### src/rtl/scan_pkg.sv
package scan_pkg;

   // Timing marks derived from the current line number.
   typedef struct packed {
      logic wave;
      logic bottom;
   } scan_marks_t;

   // True when v is a positive power of two.
   function automatic bit is_pow2(input int v);
      return (v > 0) && ((v & (v - 1)) == 0);
   endfunction

   // Mask that clears the lowest `hide` bits of a `width`-bit word.
   function automatic longint unsigned vis_mask(input int width, input int hide);
      longint unsigned all_ones;
      all_ones = (longint'(1) << width) - 1;
      return all_ones & ~((longint'(1) << hide) - 1);
   endfunction

endpackage

### src/rtl/scan_line_count.sv
module scan_line_count #(
   parameter int LINE_W = 8
) (
   input  logic              clk,
   input  logic              rst,
   input  logic              line_stb,
   input  logic              frame_start,
   output logic [LINE_W-1:0] line_q
);

   localparam logic [LINE_W-1:0] ONE = LINE_W'(1);

   // Frame start outranks the line strobe; the add wraps naturally.
   always_ff @(posedge clk) begin
      if (rst)
         line_q <= '0;
      else if (frame_start)
         line_q <= '0;
      else if (line_stb)
         line_q <= line_q + ONE;
   end

endmodule

### src/rtl/scan_zone_decode.sv
module scan_zone_decode
   import scan_pkg::*;
#(
   parameter int LINE_W       = 8,
   parameter int BOTTOM_FIRST = 240,
   parameter int WAVE_BIT     = 5
) (
   input  logic [LINE_W-1:0] line_q,
   output scan_marks_t       marks
);

   localparam int  SPAN    = (1 << LINE_W) - BOTTOM_FIRST;
   localparam bit  ALIGNED = is_pow2(SPAN);

   logic bottom_hit;

   generate
      if (ALIGNED) begin : g_aligned
         // Zone runs to the top of the range: the upper bits must all be one.
         localparam logic [LINE_W-1:0] LOW_ONES = LINE_W'(SPAN - 1);
         assign bottom_hit = &(line_q | LOW_ONES);
      end else begin : g_compare
         localparam logic [LINE_W-1:0] ZONE_LO = LINE_W'(BOTTOM_FIRST);
         assign bottom_hit = (line_q >= ZONE_LO);
      end
   endgenerate

   assign marks.bottom = bottom_hit;
   assign marks.wave   = line_q[WAVE_BIT];

endmodule

### src/rtl/scan_read_port.sv
module scan_read_port #(
   parameter int LINE_W    = 8,
   parameter int HIDE_LSBS = 2
) (
   input  logic              clk,
   input  logic              rst,
   input  logic              rd_stb,
   input  logic              page_hit,
   input  logic [LINE_W-1:0] line_q,
   output logic [LINE_W-1:0] rd_q
);

   localparam logic [LINE_W-1:0] MASK =
      LINE_W'(scan_pkg::vis_mask(LINE_W, HIDE_LSBS));

   logic take;
   assign take = rd_stb & page_hit;

   // Captures the pre-edge count; holds between reads.
   always_ff @(posedge clk) begin
      if (rst)
         rd_q <= '0;
      else if (take)
         rd_q <= line_q & MASK;
   end

endmodule

### src/rtl/scanline_timer.sv
module scanline_timer #(
   parameter int LINE_W       = 8,
   parameter int HIDE_LSBS    = 2,
   parameter int BOTTOM_FIRST = 240,
   parameter int WAVE_BIT     = 5
) (
   input  logic              clk,
   input  logic              rst,
   input  logic              line_stb,
   input  logic              frame_start,
   input  logic              rd_stb,
   input  logic              page_hit,
   output logic [LINE_W-1:0] rd_data,
   output logic              tick_wave,
   output logic              bottom_zone
);

   generate
      if (LINE_W < 2 || LINE_W > 30) begin : g_bad_width
         $error("scanline_timer: LINE_W out of range");
      end
      if (HIDE_LSBS < 0 || HIDE_LSBS >= LINE_W) begin : g_bad_hide
         $error("scanline_timer: HIDE_LSBS must be below LINE_W");
      end
      if (WAVE_BIT < 0 || WAVE_BIT >= LINE_W) begin : g_bad_wave
         $error("scanline_timer: WAVE_BIT must index the count");
      end
      if (BOTTOM_FIRST <= 0 || BOTTOM_FIRST >= (1 << LINE_W)) begin : g_bad_zone
         $error("scanline_timer: BOTTOM_FIRST must lie inside the count range");
      end
   endgenerate

   logic [LINE_W-1:0]     line_q;
   scan_pkg::scan_marks_t marks;

   scan_line_count #(
      .LINE_W(LINE_W)
   ) u_count (
      .clk        (clk),
      .rst        (rst),
      .line_stb   (line_stb),
      .frame_start(frame_start),
      .line_q     (line_q)
   );

   scan_zone_decode #(
      .LINE_W      (LINE_W),
      .BOTTOM_FIRST(BOTTOM_FIRST),
      .WAVE_BIT    (WAVE_BIT)
   ) u_zone (
      .line_q(line_q),
      .marks (marks)
   );

   scan_read_port #(
      .LINE_W   (LINE_W),
      .HIDE_LSBS(HIDE_LSBS)
   ) u_read (
      .clk     (clk),
      .rst     (rst),
      .rd_stb  (rd_stb),
      .page_hit(page_hit),
      .line_q  (line_q),
      .rd_q    (rd_data)
   );

   assign tick_wave   = marks.wave;
   assign bottom_zone = marks.bottom;

endmodule

### config.mk
export PLATFORM = sky130hd
export DESIGN_NAME = scanline_timer
export DESIGN_NICKNAME = d
export VERILOG_FILES = /design/src/rtl/scan_pkg.sv /design/src/rtl/scan_line_count.sv /design/src/rtl/scan_zone_decode.sv /design/src/rtl/scan_read_port.sv /design/src/rtl/scanline_timer.sv
export SDC_FILE = /design/constraint.sdc
export NUM_CORES = 1
export LEC_CHECK = 0
export BUFFER_PORTS_ARGS = -buffer_cell sky130_fd_sc_hd__buf_2
export CORE_MARGIN = 3
export CORE_UTILIZATION = 35
export CTS_CLUSTER_SIZE = 24
export DETAILED_ROUTE_END_ITERATION = 8
export HOLD_SLACK_MARGIN = 0.15
export SLEW_MARGIN = 20
export SYNTH_ARGS = -nofsm -noshare
export SYNTH_HDL_FRONTEND = slang
export SYNTH_SLANG_ARGS = --single-unit
### constraint.sdc
create_clock -name clk -period 1.4 [get_ports clk]
set_clock_uncertainty 0.2 [all_clocks]
set_input_delay 0.14 -clock clk [delete_from_list [all_inputs] [get_ports clk]]
set_output_delay 0.14 -clock clk [all_outputs]
set_load 0.02 [all_outputs]
==> impl_metrics.env <==
export IMPL_min_period_over_period_pct=98.8
export IMPL_hp_start="line_stb"
export IMPL_totalWireLength_um=1250
export IMPL_core_area_um2=1520
export IMPL_end_kind="register"
export IMPL_start_kind="register"
export IMPL_antenna_found_initial=0
export IMPL_grt_pass1_wl_um=1850
export IMPL_portBuffers=13
export IMPL_h_tree_depth=1
export IMPL_dpl_cell_area_um2=679
export IMPL_boundaryPins=16
export IMPL_dr_total_vias=544
export IMPL_utilization_pct=53.4
export IMPL_period_needed_ps=1380
export IMPL_total_power_uw=740
export IMPL_grt_pass1_vias=454
export IMPL_grt_usage_pct=12.5
export IMPL_syn_inst=69
export IMPL_p_int_uw=576
export IMPL_rsz0062_at_grt="yes"
export IMPL_clkPwrFrac_pct=39.6
export IMPL_area_growth_syn_to_layout_pct=41.2
export IMPL_cts_root_buffer="clkbuf_4"
export IMPL_nFillCells=143
export IMPL_nNetsFinal=102
export IMPL_crit_type="register to register"
export IMPL_arrival_ps=1400
export IMPL_cts_made_buffers=3
export IMPL_failed_checks="hold timing"
export IMPL_worstHoldPathType="primary input to register"
export IMPL_status="finished with violations"
export IMPL_dieArea_um2=2170
export IMPL_register_area_um2=293
export IMPL_start_util_pct=37.8
export IMPL_avgRoutedWirePerCell_um=11.4
export IMPL_p_switching_uw=164
export IMPL_ys_seq_elements=14
export IMPL_power_frac_seq_pct=54.1
export IMPL_swShare_pct=22.1
export IMPL_ant_nets=0
export IMPL_insertion_delay_ps=280
export IMPL_powerDensity_nw_per_um2=908
export IMPL_final_cell_area_um2=815
export IMPL_fin_hold_ws_ps=-18.7
export IMPL_fmax_mhz=723
export IMPL_ys_types=19
export IMPL_ys_seq_area_share_pct=48.6
export IMPL_drt_iter0_markers=10
export IMPL_finalSetupViolations=0
export IMPL_max_cap_violations=0
export IMPL_vias_per_cell=4.95
export IMPL_dp_cells=100
export IMPL_grt_overflow=0
export IMPL_synth_area_um2=577
export IMPL_worstHoldPathCells=3
export IMPL_grt_max_degree=9
export IMPL_drive_gt1_share_pct=37.2
export IMPL_worst_r2r_endpoint="u_count.line_q[7]$_SDFFE_PP0P_"
export IMPL_synth_area_per_cell_um2=8.36
export IMPL_hold_viol_final=2
export IMPL_gp_congestion=0.738
export IMPL_p_leak_uw=0.000315
export IMPL_worstPathRequired_ps=1410
export IMPL_pwr_share_comb_pct=6.3
export IMPL_yosys_warnings=0
export IMPL_cts_tree="built"
export IMPL_drt_pass1_iterations=4
export IMPL_worstReg2RegStart="u_count.line_q[6]$_SDFFE_PP0P_"
export IMPL_path_clk_slew_ps=80
export IMPL_rows=14
export IMPL_multiInputGateArea_um2=302
export IMPL_diodes=0
export IMPL_peakVddDrop_mv=0.599
export IMPL_clock_path_buffers=2
export IMPL_die_x_um=46.6
export IMPL_clkSinkCount=14
export IMPL_post_dp_hpwl_um=889
export IMPL_slew_violations=0
export IMPL_worstPathMaxFanout=3
export IMPL_fp_dieH_um=46.6
export IMPL_rr_worst_depth=3
export IMPL_stdcell_count=110
export IMPL_min_to="u_count.line_q[0]$_SDFFE_PP0P_"
export IMPL_drc_errors=0
export IMPL_reg2reg_slack_ps=20
export IMPL_ctsHoldBuffers=4
## stage by stage
step	TNS [ps]	worst slack, ps
after floorplan	0	17.0
after global placement	0	9.71
after detailed placement	-21.4	-14.4
after CTS	-2.05	-2.05
after global routing	-7.42	-7.42
final	0	17.4
## Yosys cell counts
master | n | area share, %
nand3_1 | 8 | 6.9
xnor2_1 | 1 | 1.5
inv_1 | 1 | 0.65
a21oi_1 | 9 | 7.8
xor2_1 | 3 | 4.6
dfxtp_1 | 14 | 49
mux2i_1 | 1 | 1.7
conb_1 | 1 | 0.65
nor2_1 | 6 | 3.9
or2_2 | 1 | 1.1
nand4_1 | 2 | 2.2
or3_1 | 2 | 2.2
clkbuf_1 | 1 | 0.65
buf_4 | 3 | 3.9
o31ai_1 | 1 | 1.3
or4_1 | 1 | 1.3
ha_1 | 1 | 2.2
nand2_1 | 11 | 7.2
o21ai_0 | 2 | 1.7
## critical path, cell delays in order (launching register included)
cell	delay, ps
dfxtp_4	370
nand3_4	80
or4_1	510
a21oi_1	150
## cell usage in the layout, fill, tap and decap left out
master and n:
dfxtp_1 8, dfxtp_2 4, or2_2 1, a21oi_2 1, a21oi_1 8, xor2_1 3, nand4_1 2, o31ai_1 1
dfxtp_4 2, or4_1 1, nand3_4 1, conb_1 2, dlygate4sd3_1 4, mux2i_1 1, buf_4 8, or3_1 2
o21ai_1 1, nand3_1 7, nor2_1 5, clkbuf_4 3, o21ai_0 1, ha_4 1, clkbuf_8 1, nand2_1 11
buf_2 12, xnor2_1 1, inv_1 1, nor2_2 1
## routing by layer
metal | part of all wire (%) | vias to the layer above | global-route usage, %
met1 | 45 | 235 | 13.9
met4 | 1.3 | 0 | 6.82
li1 | - | 283 | -
met5 | 0 | - | 0
met2 | 46 | 24 | 19.5
met3 | 8.3 | 2 | 5.86
## worst max-delay path by stage
stage,cells after the start,end,from
after global placement,3,u_count.line_q[7]$_SDFFE_PP0P_,u_count.line_q[2]$_SDFFE_PP0P_
after floorplan,4,u_count.line_q[6]$_SDFFE_PP0P_,u_count.line_q[1]$_SDFFE_PP0P_
after CTS,4,u_count.line_q[6]$_SDFFE_PP0P_,u_count.line_q[0]$_SDFFE_PP0P_
after global routing,3,u_count.line_q[7]$_SDFFE_PP0P_,u_count.line_q[4]$_SDFFE_PP0P_
after detailed placement,3,u_count.line_q[7]$_SDFFE_PP0P_,u_count.line_q[2]$_SDFFE_PP0P_
final,3,u_count.line_q[7]$_SDFFE_PP0P_,u_count.line_q[6]$_SDFFE_PP0P_
## logic make-up after synthesis
group	count (synthesis)	share of synthesized area, %
XOR/XNOR	4	6.07
flip-flops	14	48.6
adder cells (fa/ha/maj)	1	2.17
AO/OA/AOI/OAI	12	10.8
buffers and inverters	5	5.20
AND/OR/NAND/NOR	31	24.7
multiplexers	1	1.74
other	1	0.650
## registers in the layout (all words and copies together) (netlist names)
signal,cells
u_count.line_q,8
u_read.rd_q,6
## power by group through the flow
| stage | registers, uW | clock network, uW | logic (uW) |
|---|---|---|---|
| final | 400 | 293 | 46.6 |
| after global routing | 401 | 312 | 50.5 |
| after CTS | 402 | 303 | 45.7 |
| after detailed placement | 412 | 0 | 34.0 |
| after global placement | 412 | 0 | 34.1 |
| after floorplan | 411 | 0 | 24.8 |
## what timing repair did
action	4_1_cts	5_1_grt
endpoints found under the hold margin	14	7
endpoints found under the setup margin	3	3
gates resized for setup	4	10
pin swaps	0	6
setup buffers	1	1
## layout make-up
class                           count  share of cell area (%)
Clock buffer                        4                    4.45
Tap cell                           16                    2.46
Inverter                            1                   0.461
Timing Repair Buffer               24                    19.7
Sequential cell                    14                    35.9
Multi-Input combinational cell     51                    37.0
(Power assumes the default switching activity.)
